$ cat config.mk
export PLATFORM = sky130hd
export DESIGN_NAME = card_timer
export DESIGN_NICKNAME = d
export VERILOG_FILES = /design/src/rtl/card_timer_pkg.sv /design/src/rtl/card_clk_gen.sv /design/src/rtl/etu_gen.sv /design/src/rtl/card_wdog.sv /design/src/rtl/card_timer.sv
export SDC_FILE = /design/constraint.sdc
export NUM_CORES = 1
export LEC_CHECK = 0
export CORE_MARGIN = 2
export CORE_UTILIZATION = 60
export DETAILED_ROUTE_END_ITERATION = 10
export DONT_BUFFER_PORTS = 1
export PLACE_DENSITY = 0.76
export SLEW_MARGIN = 20
export SYNTH_ARGS = -nofsm -noshare
export SYNTH_HDL_FRONTEND = slang
export SYNTH_HIERARCHICAL = 1
export SYNTH_SLANG_ARGS = --single-unit
$ cat constraint.sdc
create_clock -name clk -period 3 [get_ports clk]
set_input_delay 0.45 -clock clk [delete_from_list [all_inputs] [get_ports clk]]
set_output_delay 0.45 -clock clk [all_outputs]
set_load 0.05 [all_outputs]
$ cat src/rtl/card_timer_pkg.sv
// Package: shared constants, register addresses, divisor decode and
// watchdog states for the smart card timing block.
package card_timer_pkg;

    localparam int DIV_W = 5;  // wide enough for the largest card-clock divisor (16)

    typedef enum logic [2:0] {
        A_CTRL   = 3'd0,
        A_CLKSEL = 3'd1,
        A_BAUD   = 3'd2,
        A_TMO0   = 3'd3,
        A_TMO1   = 3'd4
    } reg_addr_e;

    typedef enum logic [1:0] {
        WD_IDLE = 2'd0,
        WD_HALF = 2'd1,
        WD_RUN  = 2'd2
    } wd_state_e;

    // Map the 3-bit select code to a system-clock divisor.
    function automatic logic [DIV_W-1:0] clk_divisor(input logic [2:0] sel);
        case (sel)
            3'd0:    return DIV_W'(2);
            3'd1:    return DIV_W'(3);
            3'd2:    return DIV_W'(4);
            3'd3:    return DIV_W'(6);
            3'd4:    return DIV_W'(8);
            3'd5:    return DIV_W'(12);
            default: return DIV_W'(16);
        endcase
    endfunction

endpackage

$ cat src/rtl/card_clk_gen.sv
// card_clk_gen: divides the system clock by a selectable integer.
// Assumes: sel is a registered value. A new divisor is adopted only
// when the current period wraps, so the output never has a short or
// long phase. The output is high for floor(N/2) cycles of each period.
module card_clk_gen
    import card_timer_pkg::*;
(
    input  logic       clk,
    input  logic       rst_n,
    input  logic [2:0] sel,
    output logic       card_clk,
    output logic       cclk_edge
);

    logic [DIV_W-1:0] cnt, div_q, nxt_cnt, nxt_div;
    logic             wrap;
    logic             card_clk_q;

    // Work out the period wrap and the next count/divisor.
    always_comb begin
        wrap    = (cnt == div_q - DIV_W'(1));
        nxt_cnt = wrap ? '0 : cnt + DIV_W'(1);
        nxt_div = wrap ? clk_divisor(sel) : div_q;
    end

    // Advance the phase counter and register the clock level.
    always_ff @(posedge clk) begin
        if (!rst_n) begin
            cnt        <= '0;
            div_q      <= DIV_W'(2);
            card_clk_q <= 1'b0;
        end else begin
            cnt        <= nxt_cnt;
            div_q      <= nxt_div;
            card_clk_q <= (nxt_cnt < (nxt_div >> 1));
        end
    end

    assign card_clk  = card_clk_q;
    assign cclk_edge = wrap;

    // the card clock is high in the cycle after each period wrap
    p_rise_after_wrap_r1: assert property (@(posedge clk) disable iff (!rst_n)
        wrap |=> card_clk);

    // the divisor only changes at a period boundary
    p_div_at_boundary_r2: assert property (@(posedge clk) disable iff (!rst_n)
        !wrap |=> $stable(div_q));

endmodule

$ cat src/rtl/etu_gen.sv
// etu_gen: counts card-clock periods and emits a one-cycle tick at
// the end of each elementary time unit.
// Assumes: cclk_edge pulses once per card-clock period, at most every
// other cycle. A baud divisor of 0 gives a period of 2^BAUD_W.
module etu_gen #(
    parameter int BAUD_W = 12
) (
    input  logic              clk,
    input  logic              rst_n,
    input  logic              cclk_edge,
    input  logic [BAUD_W-1:0] baud_div,
    output logic              etu_tick
);

    logic [BAUD_W-1:0] cnt;
    logic              tick_q;

    // Count card-clock periods and pulse the tick on the last one.
    always_ff @(posedge clk) begin
        if (!rst_n) begin
            cnt    <= '0;
            tick_q <= 1'b0;
        end else begin
            tick_q <= 1'b0;
            if (cclk_edge) begin
                if (cnt >= baud_div - BAUD_W'(1)) begin
                    cnt    <= '0;
                    tick_q <= 1'b1;
                end else begin
                    cnt <= cnt + BAUD_W'(1);
                end
            end
        end
    end

    assign etu_tick = tick_q;

    // a tick only follows a card-clock period boundary
    p_tick_needs_edge_r3: assert property (@(posedge clk) disable iff (!rst_n)
        etu_tick |-> $past(cclk_edge));

    // a tick lasts a single system cycle
    p_tick_single_r3: assert property (@(posedge clk) disable iff (!rst_n)
        etu_tick |=> !etu_tick);

endmodule

$ cat src/rtl/card_wdog.sv
// card_wdog: unresponsive-card watchdog. A parity pulse clears the
// count and starts a half-character delay of HALF_ETUS ticks. After
// the delay the counter counts ETU ticks and saturates. A sticky
// interrupt rises when the count exceeds the selected timeout.
// Assumes: etu_tick and parity_seen are single-cycle pulses. If
// parity_seen and etu_tick arrive together, parity_seen wins.
module card_wdog
    import card_timer_pkg::*;
#(
    parameter int CNT_W     = 24,
    parameter int HALF_ETUS = 5
) (
    input  logic             clk,
    input  logic             rst_n,
    input  logic             soft_rst,
    input  logic             etu_tick,
    input  logic             parity_seen,
    input  logic [CNT_W-1:0] tmo_a,
    input  logic [CNT_W-1:0] tmo_b,
    input  logic             tmo_sel,
    input  logic             irq_clr,
    output logic             irq
);

    localparam int HALF_W = $clog2(HALF_ETUS + 1);

    wd_state_e         state;
    logic [HALF_W-1:0] half_cnt;
    logic [CNT_W-1:0]  count;
    logic [CNT_W-1:0]  active_tmo;
    logic              over;
    logic              irq_q;

    // Pick the live timeout and decide whether it has been exceeded.
    always_comb begin
        active_tmo = tmo_sel ? tmo_b : tmo_a;
        over       = (state == WD_RUN) && (count > active_tmo);
    end

    // Sequence the idle/half-delay/run phases and the saturating count.
    always_ff @(posedge clk) begin
        if (!rst_n || soft_rst) begin
            state    <= WD_IDLE;
            half_cnt <= '0;
            count    <= '0;
        end else if (parity_seen) begin
            state    <= WD_HALF;
            half_cnt <= '0;
            count    <= '0;
        end else begin
            case (state)
                WD_HALF: if (etu_tick) begin
                    if (half_cnt == HALF_W'(HALF_ETUS - 1)) state <= WD_RUN;
                    else half_cnt <= half_cnt + HALF_W'(1);
                end
                WD_RUN: if (etu_tick && count != '1) count <= count + CNT_W'(1);
                default: ;
            endcase
        end
    end

    // Hold the interrupt until a clear arrives with no timeout pending.
    always_ff @(posedge clk) begin
        if (!rst_n || soft_rst) irq_q <= 1'b0;
        else if (over)          irq_q <= 1'b1;
        else if (irq_clr)       irq_q <= 1'b0;
    end

    assign irq = irq_q;

    // once running, the count moves only on an ETU tick
    p_step_on_tick_r4: assert property (@(posedge clk) disable iff (!rst_n)
        (state == WD_RUN && !etu_tick && !parity_seen && !soft_rst) |=> $stable(count));

    // the interrupt only rises while the counter is running
    p_irq_cause_r5: assert property (@(posedge clk) disable iff (!rst_n)
        $rose(irq) |-> $past(state == WD_RUN));

    // a full counter stays full
    p_no_overflow_r6: assert property (@(posedge clk) disable iff (!rst_n)
        (count == '1 && !parity_seen && !soft_rst) |=> (count == '1));

    // the interrupt is sticky without a clear
    p_irq_sticky_r7: assert property (@(posedge clk) disable iff (!rst_n)
        (irq && !irq_clr && !soft_rst) |=> irq);

    // a parity pulse restarts the half-character delay with a zero count
    p_restart_r7: assert property (@(posedge clk) disable iff (!rst_n)
        (parity_seen && !soft_rst) |=> (state == WD_HALF && count == '0));

endmodule

$ cat src/rtl/card_timer.sv
// card_timer: top level of the smart card timing block. Holds the
// write-only configuration registers and connects the card-clock
// divider, the ETU generator and the response watchdog.
// Assumes: one register write per cycle; upper data bits beyond a
// field's width are ignored.
module card_timer
    import card_timer_pkg::*;
#(
    parameter int BAUD_W     = 12,
    parameter int WDOG_W     = 24,
    parameter int HALF_ETUS  = 5,
    parameter int BAUD_RESET = 372,
    parameter int REG_W      = (WDOG_W > BAUD_W) ? WDOG_W : BAUD_W
) (
    input  logic             clk,
    input  logic             rst_n,
    input  logic             reg_we,
    input  logic [2:0]       reg_addr,
    input  logic [REG_W-1:0] reg_wdata,
    input  logic             parity_seen,
    output logic             card_clk,
    output logic             etu_tick,
    output logic             wdog_irq
);

    logic [2:0]        clk_sel;
    logic [BAUD_W-1:0] baud;
    logic [WDOG_W-1:0] tmo_a, tmo_b;
    logic              tmo_sel;
    logic              ctrl_wr, soft_rst, irq_clr;
    logic              cclk_edge;

    // Decode the control-word strobes.
    always_comb begin
        ctrl_wr  = reg_we && (reg_addr == A_CTRL);
        soft_rst = ctrl_wr && reg_wdata[2];
        irq_clr  = ctrl_wr && reg_wdata[1];
    end

    // Configuration registers with hardware and software reset.
    always_ff @(posedge clk) begin
        if (!rst_n) begin
            clk_sel <= 3'd0;
            baud    <= BAUD_W'(BAUD_RESET);
            tmo_a   <= '1;
            tmo_b   <= '1;
            tmo_sel <= 1'b0;
        end else if (reg_we) begin
            case (reg_addr)
                A_CTRL: begin
                    tmo_sel <= reg_wdata[0];
                    if (reg_wdata[2]) begin
                        clk_sel <= 3'd0;
                        baud    <= BAUD_W'(BAUD_RESET);
                    end
                end
                A_CLKSEL: clk_sel <= reg_wdata[2:0];
                A_BAUD:   baud    <= reg_wdata[BAUD_W-1:0];
                A_TMO0:   tmo_a   <= reg_wdata[WDOG_W-1:0];
                A_TMO1:   tmo_b   <= reg_wdata[WDOG_W-1:0];
                default: ;
            endcase
        end
    end

    card_clk_gen u_clk (
        .clk       (clk),
        .rst_n     (rst_n),
        .sel       (clk_sel),
        .card_clk  (card_clk),
        .cclk_edge (cclk_edge)
    );

    etu_gen #(.BAUD_W(BAUD_W)) u_etu (
        .clk       (clk),
        .rst_n     (rst_n),
        .cclk_edge (cclk_edge),
        .baud_div  (baud),
        .etu_tick  (etu_tick)
    );

    card_wdog #(.CNT_W(WDOG_W), .HALF_ETUS(HALF_ETUS)) u_wdog (
        .clk         (clk),
        .rst_n       (rst_n),
        .soft_rst    (soft_rst),
        .etu_tick    (etu_tick),
        .parity_seen (parity_seen),
        .tmo_a       (tmo_a),
        .tmo_b       (tmo_b),
        .tmo_sel     (tmo_sel),
        .irq_clr     (irq_clr),
        .irq         (wdog_irq)
    );

    // a software reset leaves the interrupt low on the next cycle
    p_soft_clears_irq_r9: assert property (@(posedge clk) disable iff (!rst_n)
        soft_rst |=> !wdog_irq);

endmodule

Word-level counts from Yosys, hierarchy flattened --
Cells that the tools add are included.
Storage, ports and cells: memories kept 0, memory bits (writable) 0, flip-flop bits (word level) 118, output and inout port bits 3, word-level logic and storage cells 83, latch bits 0, ROM bits 0
Cells by class: eq/ne operators 15, add/subtract/negate cells 6, shift operators 0, divide/modulo/power cells 0, bitwise operators 1, reductions and logical operators 26, muxes and demuxes 16, magnitude comparators 3, multipliers 0
Operator list (count):
- $pmux 5 s6 | 1
- $add 24x1->24 const B | 1
- $gt 24x24->1 | 1
- $mux 12 | 2
- $mux 24 | 1
- $ne 24x24->1 const B | 1
- $pmux 12 s2 | 1
- $reduce_and 3->1 | 5
- $add 12x1->12 const B | 1
- $eq 3x2->1 const B | 4
- $eq 3x3->1 const B | 4
- $ge 12x12->1 | 1
- $reduce_bool 2->1 | 6
- $sub 12x1->12 const B | 1
- $mux 5 | 2
- $reduce_and 2->1 | 5
- $mux 1 | 7
- $eq 3x1->1 const B | 2
- $logic_not 3->1 | 2
- $pmux 3 s2 | 1
- $add 5x1->5 const B | 1
- $eq 5x5->1 | 1
- $logic_and 1x1->1 | 5
- $lt 5x4->1 | 1
- other kinds (10) | 10

Logic depth before layout (Yosys ltp) --
Gate-level depths: netlist of the first run.
depth in word-level cells 5, mapped depth 13

Hierarchy --
Netlist of the first run, hierarchy kept.
By module, submodules not included:
- card_timer | cells each 268, times used 1, area an instance 2316.0 um^2
- card_wdog | cells each 258, times used 1, area an instance 2247.2 um^2
- etu_gen | cells each 125, times used 1, area an instance 1016.0 um^2
- card_clk_gen | cells each 80, times used 1, area an instance 784.5 um^2

Worst setup path after synthesis of the first run --
OpenSTA, ideal clock, no wires.
kind reg-to-reg, start point reg tmo_sel, end point reg u_wdog.irq_q, in the netlist u_wdog/irq, path buffers 2, period minus slack after synthesis 2.535 ns, cell stages (with the launch flop) 10, library setup time 0.140 ns, setup slack 0.465 ns, data arrival time 2.395 ns, required time 2.860 ns, cell sequence dfxtp_1 -> clkbuf_1 -> buf_1 -> mux2i_1 -> ha_1 -> and3b_1 -> a2111oi_0 -> o32ai_1 -> o21ai_0 -> a311oi_1
On the way: cells in the longest elaborated chain, start to end 4, elaborated cells between the ends (all ways) 5, classes of those cells order compare: 1; mux: 2; reduce/logical: 2
RTL lines:
- start: declaration | line card_timer.sv:29 | logic tmo_sel;
- start signal: assignment | line card_timer.sv:51 | tmo_sel <= reg_wdata[0];
- $mux 24 (*) | line card_wdog.sv:36 | active_tmo = tmo_sel ? tmo_b : tmo_a;
- $gt 24x24->1 (*) | line card_wdog.sv:37 | over = (state == WD_RUN) && (count > active_tmo);
- $logic_and 1x1->1 (*) | line card_wdog.sv:37
- $mux 1 / $reduce_bool 2->1 (equally long branches)
- end signal: assignment | line card_wdog.sv:64 | if (!rst_n || soft_rst) irq_q <= 1'b0;
- end signal: assignment | line card_wdog.sv:65 | else if (over) irq_q <= 1'b1;
- end signal: assignment | line card_wdog.sv:66 | else if (irq_clr) irq_q <= 1'b0;
- end: declaration | line card_wdog.sv:32 | logic irq_q;
Every way passes the cells marked *; elsewhere a longest branch is shown, timed or not. A chain may end at the register's enable or synchronous reset.

Worst setup path in the final report of the first run --
start point reg baud[3], end point reg u_etu.cnt[7]
On the way: cells in the longest elaborated chain, start to end 3
RTL lines:
- start: declaration | line card_timer.sv:27 | logic [BAUD_W-1:0] baud;
- start signal: assignment | line card_timer.sv:44 | baud <= BAUD_W'(BAUD_RESET);
- start signal: assignment | line card_timer.sv:54 | baud <= BAUD_W'(BAUD_RESET);
- start signal: assignment | line card_timer.sv:58 | A_BAUD: baud <= reg_wdata[BAUD_W-1:0];
- $sub 12x1->12 | line etu_gen.sv:26 | if (cnt >= baud_div - BAUD_W'(1)) begin
- $ge 12x12->1 | line etu_gen.sv:26
- $mux 12 | line etu_gen.sv:26
- end signal: assignment | line etu_gen.sv:30 | cnt <= cnt + BAUD_W'(1);
- end: declaration | line etu_gen.sv:15 | logic [BAUD_W-1:0] cnt;
Every way passes these cells.

==> impl_metrics.env, run 1 <==
export IMPL_outcome="completed"
export IMPL_hold_path_class="in -> reg"
export IMPL_synth_nets=808
export IMPL_register_area_um2=2362
export IMPL_r2r_cells=12
export IMPL_overflow=0
export IMPL_synth_flop_cell="dfxtp_1"
export IMPL_drc=0
export IMPL_nets=802
export IMPL_grt_pass1_vias=5086
export IMPL_layout_commonest_cell="nand2_1"
export IMPL_crit_end="u_etu/cnt[7]$_SDFFE_PN0P_"
export IMPL_maxSlewHeadroom_pct=30.70
export IMPL_dpl_hpwl_mm=9.963
export IMPL_synth_top_area_cell="dfxtp_1"
export IMPL_grt_pass1_wl_mm=24.52
export IMPL_worstPathMaxFanout=8
export IMPL_place_gp_congestion=0.8645
export IMPL_start_kind="flip-flop"
export IMPL_critPathKind="reg -> reg"
export IMPL_cts_max_path_buffers=2
export IMPL_synth_edff_count=0
export IMPL_drive_above_1_share_pct=8.943
export IMPL_hold_viol_final=0
export IMPL_crit_required_ns=3.41
export IMPL_io_buffers=0
export IMPL_synth_seq_cells=118
export IMPL_critical_path_startpoint="baud[3]$_SDFFE_PN0P_"
export IMPL_synth_distinct_cells=77
export IMPL_drtAntennaViolNets=0
export IMPL_wirelength_mm=14.58
export IMPL_dieHeight_um=107.0
export IMPL_routedWlPerCell_um=16.68
export IMPL_dr_total_vias=5289
export IMPL_min_period_over_period_pct=93.17
export IMPL_p_leak_nw=2.852
export IMPL_synth_top_cells_by_area="dfxtp_1 37%, ha_1 9.0%, nand2_1 7.7%"
export IMPL_synth_top_cell_area_share_pct=37.12
export IMPL_fill_cells=815
export IMPL_whs_path_depth=1
export IMPL_ys_warnings_count=6
export IMPL_syn_area_um2=6364
export IMPL_clock_latency_ns=0.53
export IMPL_layoutNonFillerInstCount=874
export IMPL_maxCapViolCount=0
export IMPL_h_tree_depth=4
export IMPL_multi_input_area_um2=3769
export IMPL_tightest_slew_ns=1.039
export IMPL_dr_pass1_iters=5
export IMPL_grt_max_degree=41
export IMPL_die_w_um=107.0
export IMPL_synth_seq_area_share_pct=37.12
export IMPL_fmax_mhz=357.8
export IMPL_io_pins=34
export IMPL_dp_cells=839
export IMPL_cts_root_buf="clkbuf_8"
export IMPL_r2r_end="u_etu/cnt[7]$_SDFFE_PN0P_"
export IMPL_vias_per_cell=6.051
export IMPL_start_util_pct=61.64
export IMPL_cts_tree="done"
export IMPL_period_needed_ns=2.795
export IMPL_area_growth_pct=10.48
export IMPL_worstSetupEndpointType="flip-flop"
export IMPL_clock_sinks=118
export IMPL_drt_iter0_markers=338
export IMPL_power_density_nw_per_um2=610.5
export IMPL_r2r_start="baud[3]$_SDFFE_PN0P_"
export IMPL_layout_common_cells="131 x nand2_1, 118 x dfxtp_1, 72 x nand3_1"
export IMPL_netlist_instances=731
export IMPL_skew_ns=0.006667
export IMPL_r2r_slack_ns=0.20
export IMPL_drv_slew=0
export IMPL_synth_area_per_cell_um2=8.705
export IMPL_cts_buffers_inserted=17
export IMPL_grtUsageTotal_pct=27.19
export IMPL_rsz0062_at_grt="no"
export IMPL_rows=37
export IMPL_cts_clk_slew_worst_paths_ns=0.05
export IMPL_finalSetupViolations=0
export IMPL_synth_async_sr_flop_share_pct=0
export IMPL_vdd_drop_max_mv=0.4306
export IMPL_antenna_found_initial=0
export IMPL_core_area_um2=10320
export IMPL_setup_tns_ns=0
export IMPL_dieArea_um2=11450
export IMPL_antenna_cells=0
export IMPL_cp_arrival_ns=3.20
==> cell type report <==
class	instances	share of cell area [%]
clock buffers	22	6.442
clock inverters	10	1.815
inverters	17	0.9788
multi-input cells	564	53.60
flip-flops and latches	118	33.60
well taps	136	2.420
repair buffers	7	1.139
==> per-stage QoR <==
step / hold WS [ns] / instance area [µm²] / setup WS (ns) / utilization [%] / power (W)
6_report: 0.02279 / 7030 / 0.2050 / 68.10 / 0.004292
4_1_cts: 0.001034 / 7010 / 0.1655 / 67.91 / 0.004315
3_5_place_dp: 0.4510 / 6400 / 0.1883 / 61.99 / 0.002301
2_1_floorplan: 0.4351 / 6364 / 0.4648 / - / 0.002255
3_3_place_gp: 0.4473 / 6400 / 0.3560 / 61.99 / 0.002272
5_1_grt: 0.008737 / 7030 / 0.03648 / 68.10 / 0.004475
==> worst max-delay path, stage by stage, from the launching register on <==
cell	delay, ns
dfxtp_1	0.35
or4_4	0.55
nor2_4	0.12
nand2_2	0.08
nor4_2	0.20
xnor2_1	0.13
ha_1	0.30
nand4_1	0.13
nor3_1	0.24
a211oi_2	0.10
buf_4	0.18
o21ai_4	0.22
nor2_1	0.08
==> state kept, by name (all words and copies together), names as in the netlist, 5 cells and up <==
| register | count |
|---|---|
| baud | 12 |
| u_wdog/count | 24 |
| u_clk/cnt | 5 |
| tmo_b | 24 |
| u_clk/div_q | 5 |
| u_etu/cnt | 12 |
| tmo_a | 24 |
==> power breakdown <==
part / total, W / switching, W / leakage [nW] / internal (W)
Clock: 0.00199 / 0.000694 / 0.288 / 0.00130
Combinational: 0.000583 / 0.000335 / 1.61 / 0.000248
Sequential: 0.00172 / 0.0000807 / 0.958 / 0.00164
Total: 0.00429 / 0.00111 / 2.85 / 0.00318
==> what timing repair did <==
| item | 4_1_cts | 5_1_grt |
|---|---|---|
| hold endpoints to repair | 40 | 0 |
| endpoints found under the setup margin | 0 | 12 |
| gates resized for setup | 0 | 2 |
| hold buffers | 2 | 0 |
| buffers inserted | 0 | 1 |
==> Yosys cell counts, drive strengths merged (7+ instances only) <==
cell and instances:
and2 7, a21oi 16, ha 46, clkbuf 13
nand3 73, dfxtp 118, buf 19, nand4 17
xnor2 23, nor4 9, xor2 24, nor3 10
a22o 7, nor2b 8, inv 17, nand2 133
mux2i 38, nor2 51, o21ai 20
==> metal layers <==
| metal | GRT usage (%) | part of all wire (%) | up-vias |
|---|---|---|---|
| li1 | - | - | 2568 |
| met1 | 34.14 | 45 | 2553 |
| met2 | 45.45 | 48 | 150 |
| met3 | 6.991 | 5.6 | 18 |
| met4 | 9.276 | 1.5 | 0 |
| met5 | 0 | 0 | - |
==> how the worst min path moves through the flow <==
| stage | slack, ns | endpoint | startpoint |
|---|---|---|---|
| global placement | 0.45 | tmo_b[16]$_SDFFE_PN1P_ | tmo_b[16]$_SDFFE_PN1P_ |
| CTS | 0.001 | tmo_b[9]$_SDFFE_PN1P_ | rst_n |
| global route | 0.009 | tmo_b[9]$_SDFFE_PN1P_ | rst_n |
| finish | 0.02 | tmo_b[9]$_SDFFE_PN1P_ | rst_n |
| detailed placement | 0.45 | tmo_a[0]$_SDFFE_PN1P_ | tmo_a[0]$_SDFFE_PN1P_ |
| floorplan | 0.44 | tmo_b[0]$_SDFFE_PN1P_ | tmo_b[0]$_SDFFE_PN1P_ |
==> logic make-up (layout without fill, tap and decap cells) <==
group / count (synthesis) / in the layout / share of synthesized area, %
mux: 39 / 39 / 6.154
xor+xnor: 47 / 47 / 6.469
flops: 118 / 118 / 37.12
compound gates: 78 / 78 / 8.828
simple gates: 354 / 354 / 28.53
buf+inv: 49 / 56 / 3.854
fa+ha+maj: 46 / 46 / 9.044
Note: power is estimated with default switching activity, not from simulation.
==> inputs of run 2 (changes only) <==
--- a/config.mk
+++ b/config.mk
@@ -9,7 +9,9 @@
 export CORE_UTILIZATION = 60
 export DETAILED_ROUTE_END_ITERATION = 10
 export DONT_BUFFER_PORTS = 1
+export MAX_ROUTING_LAYER = met4
 export PLACE_DENSITY = 0.76
+export SKIP_LAST_GASP = 1
 export SLEW_MARGIN = 20
 export SYNTH_ARGS = -nofsm -noshare
 export SYNTH_HDL_FRONTEND = slang
==> run 2 against run 1 <==
Compared with the run above:
- die area unchanged
- utilization stayed put
- clock power hardly changed
- cell count unchanged
- non-clock buffer count did not move
- fmax up 1.0%
- combinational power hardly changed
- via count down 0.15%
==> impl_metrics.env, run 2 (synthesis results as in run 1) <==
export IMPL_setup_tns_ns=0
export IMPL_clock_sinks=118
export IMPL_dp_worst_setup_slack_ns=0.1883
export IMPL_cts_root_buf="clkbuf_8"
export IMPL_grt_max_degree=41
export IMPL_drc=0
export IMPL_routedWlPerCell_um=16.72
export IMPL_vdd_drop_max_mv=0.4303
export IMPL_dieArea_um2=11450
export IMPL_dp_cells=839
export IMPL_grt_pass1_wl_mm=24.52
export IMPL_wirelength_mm=14.62
export IMPL_skew_ns=0.007010
export IMPL_rows=37
export IMPL_die_w_um=107.0
export IMPL_drive_above_1_share_pct=8.943
export IMPL_clock_latency_ns=0.54
export IMPL_drv_slew=0
export IMPL_top_regs="tmo_a x24, tmo_b x24, u_wdog/count x24"
export IMPL_overflow=0
export IMPL_maxCapViolCount=0
export IMPL_rsz0062_at_grt="no"
export IMPL_crit_required_ns=3.41
export IMPL_power_density_nw_per_um2=611.3
export IMPL_outcome="completed"
export IMPL_nets=802
export IMPL_place_gp_congestion=0.8785
export IMPL_core_area_um2=10320
export IMPL_register_area_um2=2362
export IMPL_tightest_slew_ns=1.040
export IMPL_worstPathMaxFanout=8
export IMPL_drt_iter0_markers=338
export IMPL_cts_tree="done"
export IMPL_layout_commonest_cell="nand2_1"
export IMPL_area_growth_pct=10.48
export IMPL_whs_ns=0.01830
export IMPL_fill_cells=815
export IMPL_whs_path_depth=1
export IMPL_dr_pass1_iters=7
export IMPL_cp_arrival_ns=3.18
export IMPL_io_pins=34
export IMPL_hold_viol_final=0
export IMPL_io_buffers=0
export IMPL_r2r_cells=12
export IMPL_p_leak_nw=2.852
export IMPL_dpl_hpwl_mm=9.963
export IMPL_cts_clk_slew_worst_paths_ns=0.05
export IMPL_antenna_cells=0
export IMPL_setup_ws_ns=0.2340
export IMPL_antenna_found_initial=0
export IMPL_fmax_mhz=361.5
export IMPL_dr_total_vias=5281
export IMPL_drtAntennaViolNets=0
export IMPL_cts_max_path_buffers=2
export IMPL_vias_per_cell=6.042
export IMPL_multi_input_area_um2=3769
export IMPL_worstSetupEndpointType="flip-flop"
export IMPL_hold_path_class="in -> reg"
export IMPL_layoutNonFillerInstCount=874
export IMPL_min_period_over_period_pct=92.20
export IMPL_start_util_pct=61.64
export IMPL_grt_pass1_vias=5096
export IMPL_cts_buffers_inserted=17
export IMPL_finalSetupViolations=0
export IMPL_period_needed_ns=2.766
export IMPL_start_kind="flip-flop"
export IMPL_layout_common_cells="131 x nand2_1, 118 x dfxtp_1, 72 x nand3_1"
export IMPL_maxSlewHeadroom_pct=30.63
export IMPL_grtUsageTotal_pct=27.91
export IMPL_dieHeight_um=107.0
export IMPL_critPathKind="reg -> reg"
export IMPL_h_tree_depth=4
## run 2: cell counts in the layout (fill, tap and decap cells not counted)
No cell type changed its count.
## run 2: timing repair
item,4_1_cts,5_1_grt
setup buffers,0,1
hold endpoints to repair,40,0
setup endpoints to repair,0,12
hold buffers,2,0
resized for setup,0,2
## run 2: power by group
part | internal, W | switching [W] | total, W | leakage, nW
Clock | 0.00130 | 0.000703 | 0.00200 | 0.288
Sequential | 0.00164 | 0.0000798 | 0.00172 | 0.958
Combinational | 0.000248 | 0.000333 | 0.000581 | 1.61
## run 2: metal layers
layer	up-vias	GRT usage [%]	routed length, µm	part of all wire, %
met5	-	-	0	0
met4	0	10.67	263	1.8
met3	23	5.714	818	5.6
met2	146	45.45	6933	47
met1	2546	34.25	6600	45
li1	2566	-	-	-
## run 2: critical path: stages, from the launching register on
cell,delay (ns)
dfxtp_1,0.35
or4_4,0.55
nor2_4,0.12
nand2_2,0.08
nor4_2,0.19
xnor2_1,0.13
ha_1,0.30
nand4_1,0.12
nor3_1,0.24
a211oi_2,0.10
buf_4,0.17
o21ai_4,0.22
nor2_1,0.08
## run 2: layout make-up
cell class              count  share of cell area [%]
repair buffers              7                   1.139
clock inverters            10                   1.815
clock buffers              22                   6.442
multi-input cells         564                   53.60
inverters                  17                  0.9788
well taps                 136                   2.420
flip-flops and latches    118                   33.60
## run 2: metrics by stage
step	utilization (%)	total power, W	area [µm²]
3_3_place_gp	61.99	0.002272	6400
2_1_floorplan	-	0.002255	6364
5_1_grt	68.10	0.004471	7030
4_1_cts	67.91	0.004315	7010
6_report	68.10	0.004298	7030
3_5_place_dp	61.99	0.002301	6400
## run 2: final timing paths
path | start | to | slack, ns
min reg2reg | tmo_b[16]$_SDFFE_PN1P_ | tmo_b[16]$_SDFFE_PN1P_ | 0.47
max reg2reg | baud[3]$_SDFFE_PN0P_ | u_etu/cnt[7]$_SDFFE_PN0P_ | 0.23
min | rst_n | tmo_b[9]$_SDFFE_PN1P_ | 0.02
max | baud[3]$_SDFFE_PN0P_ | u_etu/cnt[7]$_SDFFE_PN0P_ | 0.23
==> inputs of run 3 (changes only) <==
--- a/config.mk
+++ b/config.mk
@@ -6,11 +6,11 @@
 export NUM_CORES = 1
 export LEC_CHECK = 0
 export CORE_MARGIN = 2
-export CORE_UTILIZATION = 60
+export CORE_UTILIZATION = 61
 export DETAILED_ROUTE_END_ITERATION = 10
 export DONT_BUFFER_PORTS = 1
 export MAX_ROUTING_LAYER = met4
-export PLACE_DENSITY = 0.76
+export PLACE_DENSITY = 0.77
 export SKIP_LAST_GASP = 1
 export SLEW_MARGIN = 20
 export SYNTH_ARGS = -nofsm -noshare
==> run 3 against run 2 <==
Compared with the run above:
- critical endpoint unchanged
- utilization grew 1.4 points
- largest cell class unchanged
- via count grew 0.97%
- routed wire length grew 3.9%
- cell count grew 0.46%
- fmax shrank 1.3%
- flip-flop and latch count is the same
- critical path type unchanged
- sequential share of layout area shrank 0.40 points
- critical path depth is the same
==> impl_metrics.env, run 3 (synthesis results as in run 1) <==
export IMPL_tightest_slew_ns=0.9692
export IMPL_drive_above_1_share_pct=9.704
export IMPL_hold_viol_final=0
export IMPL_period_needed_ns=2.803
export IMPL_start_kind="flip-flop"
export IMPL_r2r_end="u_etu/cnt[7]$_SDFFE_PN0P_"
export IMPL_antenna_cells=0
export IMPL_wirelength_mm=15.19
export IMPL_fmax_mhz=356.7
export IMPL_min_period_over_period_pct=93.45
export IMPL_cts_root_buf="clkbuf_8"
export IMPL_r2r_start="baud[3]$_SDFFE_PN0P_"
export IMPL_r2r_cells=12
export IMPL_cts_max_path_buffers=2
export IMPL_antenna_found_initial=0
export IMPL_place_gp_congestion=0.9093
export IMPL_drv_slew=0
export IMPL_intPower_w=0.003302
export IMPL_outcome="completed"
export IMPL_h_tree_depth=4
export IMPL_critPathKind="reg -> reg"
export IMPL_dr_total_vias=5332
export IMPL_vias_per_cell=6.073
export IMPL_drtAntennaViolNets=0
export IMPL_io_pins=34
export IMPL_overflow=0
export IMPL_r2r_slack_ns=0.20
export IMPL_skew_ns=0.006782
export IMPL_fin_util_pct=69.55
export IMPL_cp_arrival_ns=3.26
export IMPL_clockPowerShare_pct=48.1
export IMPL_power_frac_comb_pct=13.2
export IMPL_crit_required_ns=3.46
export IMPL_vdd_drop_max_mv=0.4394
export IMPL_clock_sinks=118
export IMPL_rows=37
export IMPL_dr_pass1_iters=5
export IMPL_p_total_w=0.004440
export IMPL_power_share_switching_pct=25.62
export IMPL_io_buffers=0
export IMPL_p_leak_nw=2.885
export IMPL_dieArea_um2=11260
export IMPL_crit_end="u_etu/cnt[7]$_SDFFE_PN0P_"
export IMPL_die_w_um=106.1
export IMPL_cts_clk_slew_worst_paths_ns=0.06
export IMPL_cts_tree="done"
export IMPL_grtUsageTotal_pct=28.82
export IMPL_layout_common_cells="131 x nand2_1, 118 x dfxtp_1, 72 x nand3_1"
export IMPL_start_util_pct=62.20
export IMPL_grt_pass1_wl_mm=24.85
export IMPL_dpl_hpwl_mm=10.15
export IMPL_dieHeight_um=106.1
export IMPL_nets=806
export IMPL_finalSetupViolations=0
export IMPL_cts_buffers_inserted=17
export IMPL_drc=0
export IMPL_maxCapViolCount=0
export IMPL_clock_latency_ns=0.52
export IMPL_power_density_nw_per_um2=624.0
export IMPL_drt_iter0_markers=397
export IMPL_sequentialPowerShare_pct=38.7
export IMPL_grt_pass1_vias=5176
export IMPL_top_regs="tmo_a x24, tmo_b x24, u_wdog/count x24"
export IMPL_hold_path_class="in -> reg"
export IMPL_worstPathMaxFanout=8
export IMPL_core_area_um2=10230
export IMPL_area_growth_pct=11.82
export IMPL_grt_max_degree=38
export IMPL_critical_path_startpoint="baud[3]$_SDFFE_PN0P_"
export IMPL_layout_commonest_cell="nand2_1"
export IMPL_routedWlPerCell_um=17.30
export IMPL_maxSlewHeadroom_pct=35.34
export IMPL_worstSetupEndpointType="flip-flop"
export IMPL_p_sw_w=0.001138
## run 3: changes by cell type in the layout (fill, tap and decap cells not counted), sizes merged
cell         previous run  this run
dlygate4sd3             1         2
buf                     6         9
clkinvlp                1         2
bufinv                  3         4
inv                    17        18
clkbuf                 22        21
clkinv                  6         4
## run 3: power by group through the flow
stage | clock [W] | combinational [W] | sequential [W]
after floorplan | 0 | 0.000529 | 0.00173
after global placement | 0 | 0.000533 | 0.00174
after detailed placement | 0 | 0.000563 | 0.00175
after CTS | 0.00217 | 0.000581 | 0.00171
after global routing | 0.00225 | 0.000656 | 0.00172
final | 0.00214 | 0.000587 | 0.00172
## run 3: cell type report
class                           instances  area (µm²)
Multi-Input combinational cell        564        3771
Fill cell                             797        3115
Sequential cell                       118        2362
Clock buffer                           21       459.2
Clock inverter                         11       171.4
Tap cell                              136       170.2
Timing Repair Buffer                   11       112.6
Inverter                               17       68.82
## run 3: worst min-delay path by stage
stage	startpoint	endpoint	depth (start not counted)
after floorplan	tmo_b[0]$_SDFFE_PN1P_	tmo_b[0]$_SDFFE_PN1P_	2
after global placement	tmo_b[0]$_SDFFE_PN1P_	tmo_b[0]$_SDFFE_PN1P_	2
after detailed placement	tmo_a[11]$_SDFFE_PN1P_	tmo_a[11]$_SDFFE_PN1P_	2
after CTS	rst_n	u_clk/div_q[1]$_SDFF_PN1_	1
after global routing	reg_wdata[4]	baud[4]$_SDFFE_PN1P_	1
final	parity_seen	u_wdog/state[0]$_SDFFE_PP0P_	2
## run 3: through the flow
stage	instances	setup WS [ns]	TNS (ns)	hold slack, ns	cell area (µm²)
floorplan	731	0.4648	0	0.4351	6364
global placement	839	0.3553	0	0.4449	6400
detailed placement	839	0.1948	0	0.4514	6400
CTS	874	0.1895	0	0.01379	7071
global route	878	-0.0009996	-0.0009996	0.02587	7116
finish	878	0.1966	0	0.04644	7116
## run 3: per-layer routing
metal  share of wire [%]  global-route usage (%)
met1                  41                   32.26
met2                  50                   47.85
met3                 5.4                   7.357
met4                 3.7                   14.29
met5                   0                       -
## run 3: worst max-delay path, stage by stage (launching register included)
cell	delay (ns)
dfxtp_1	0.35
or4_4	0.54
nor2_4	0.12
nand2_2	0.08
nor4_2	0.17
xnor2_1	0.18
ha_1	0.28
nand4_1	0.14
nor3_2	0.07
a211oi_2	0.40
buf_4	0.20
o21ai_4	0.08
nor2_1	0.12
## run 3: what timing repair did
| item | in CTS | in global routing |
|---|---|---|
| resized for setup | 0 | 3 |
| hold buffers | 3 | 0 |
| buffers inserted | 0 | 4 |
| setup endpoints to repair | 0 | 9 |
| endpoints found under the hold margin | 32 | 0 |
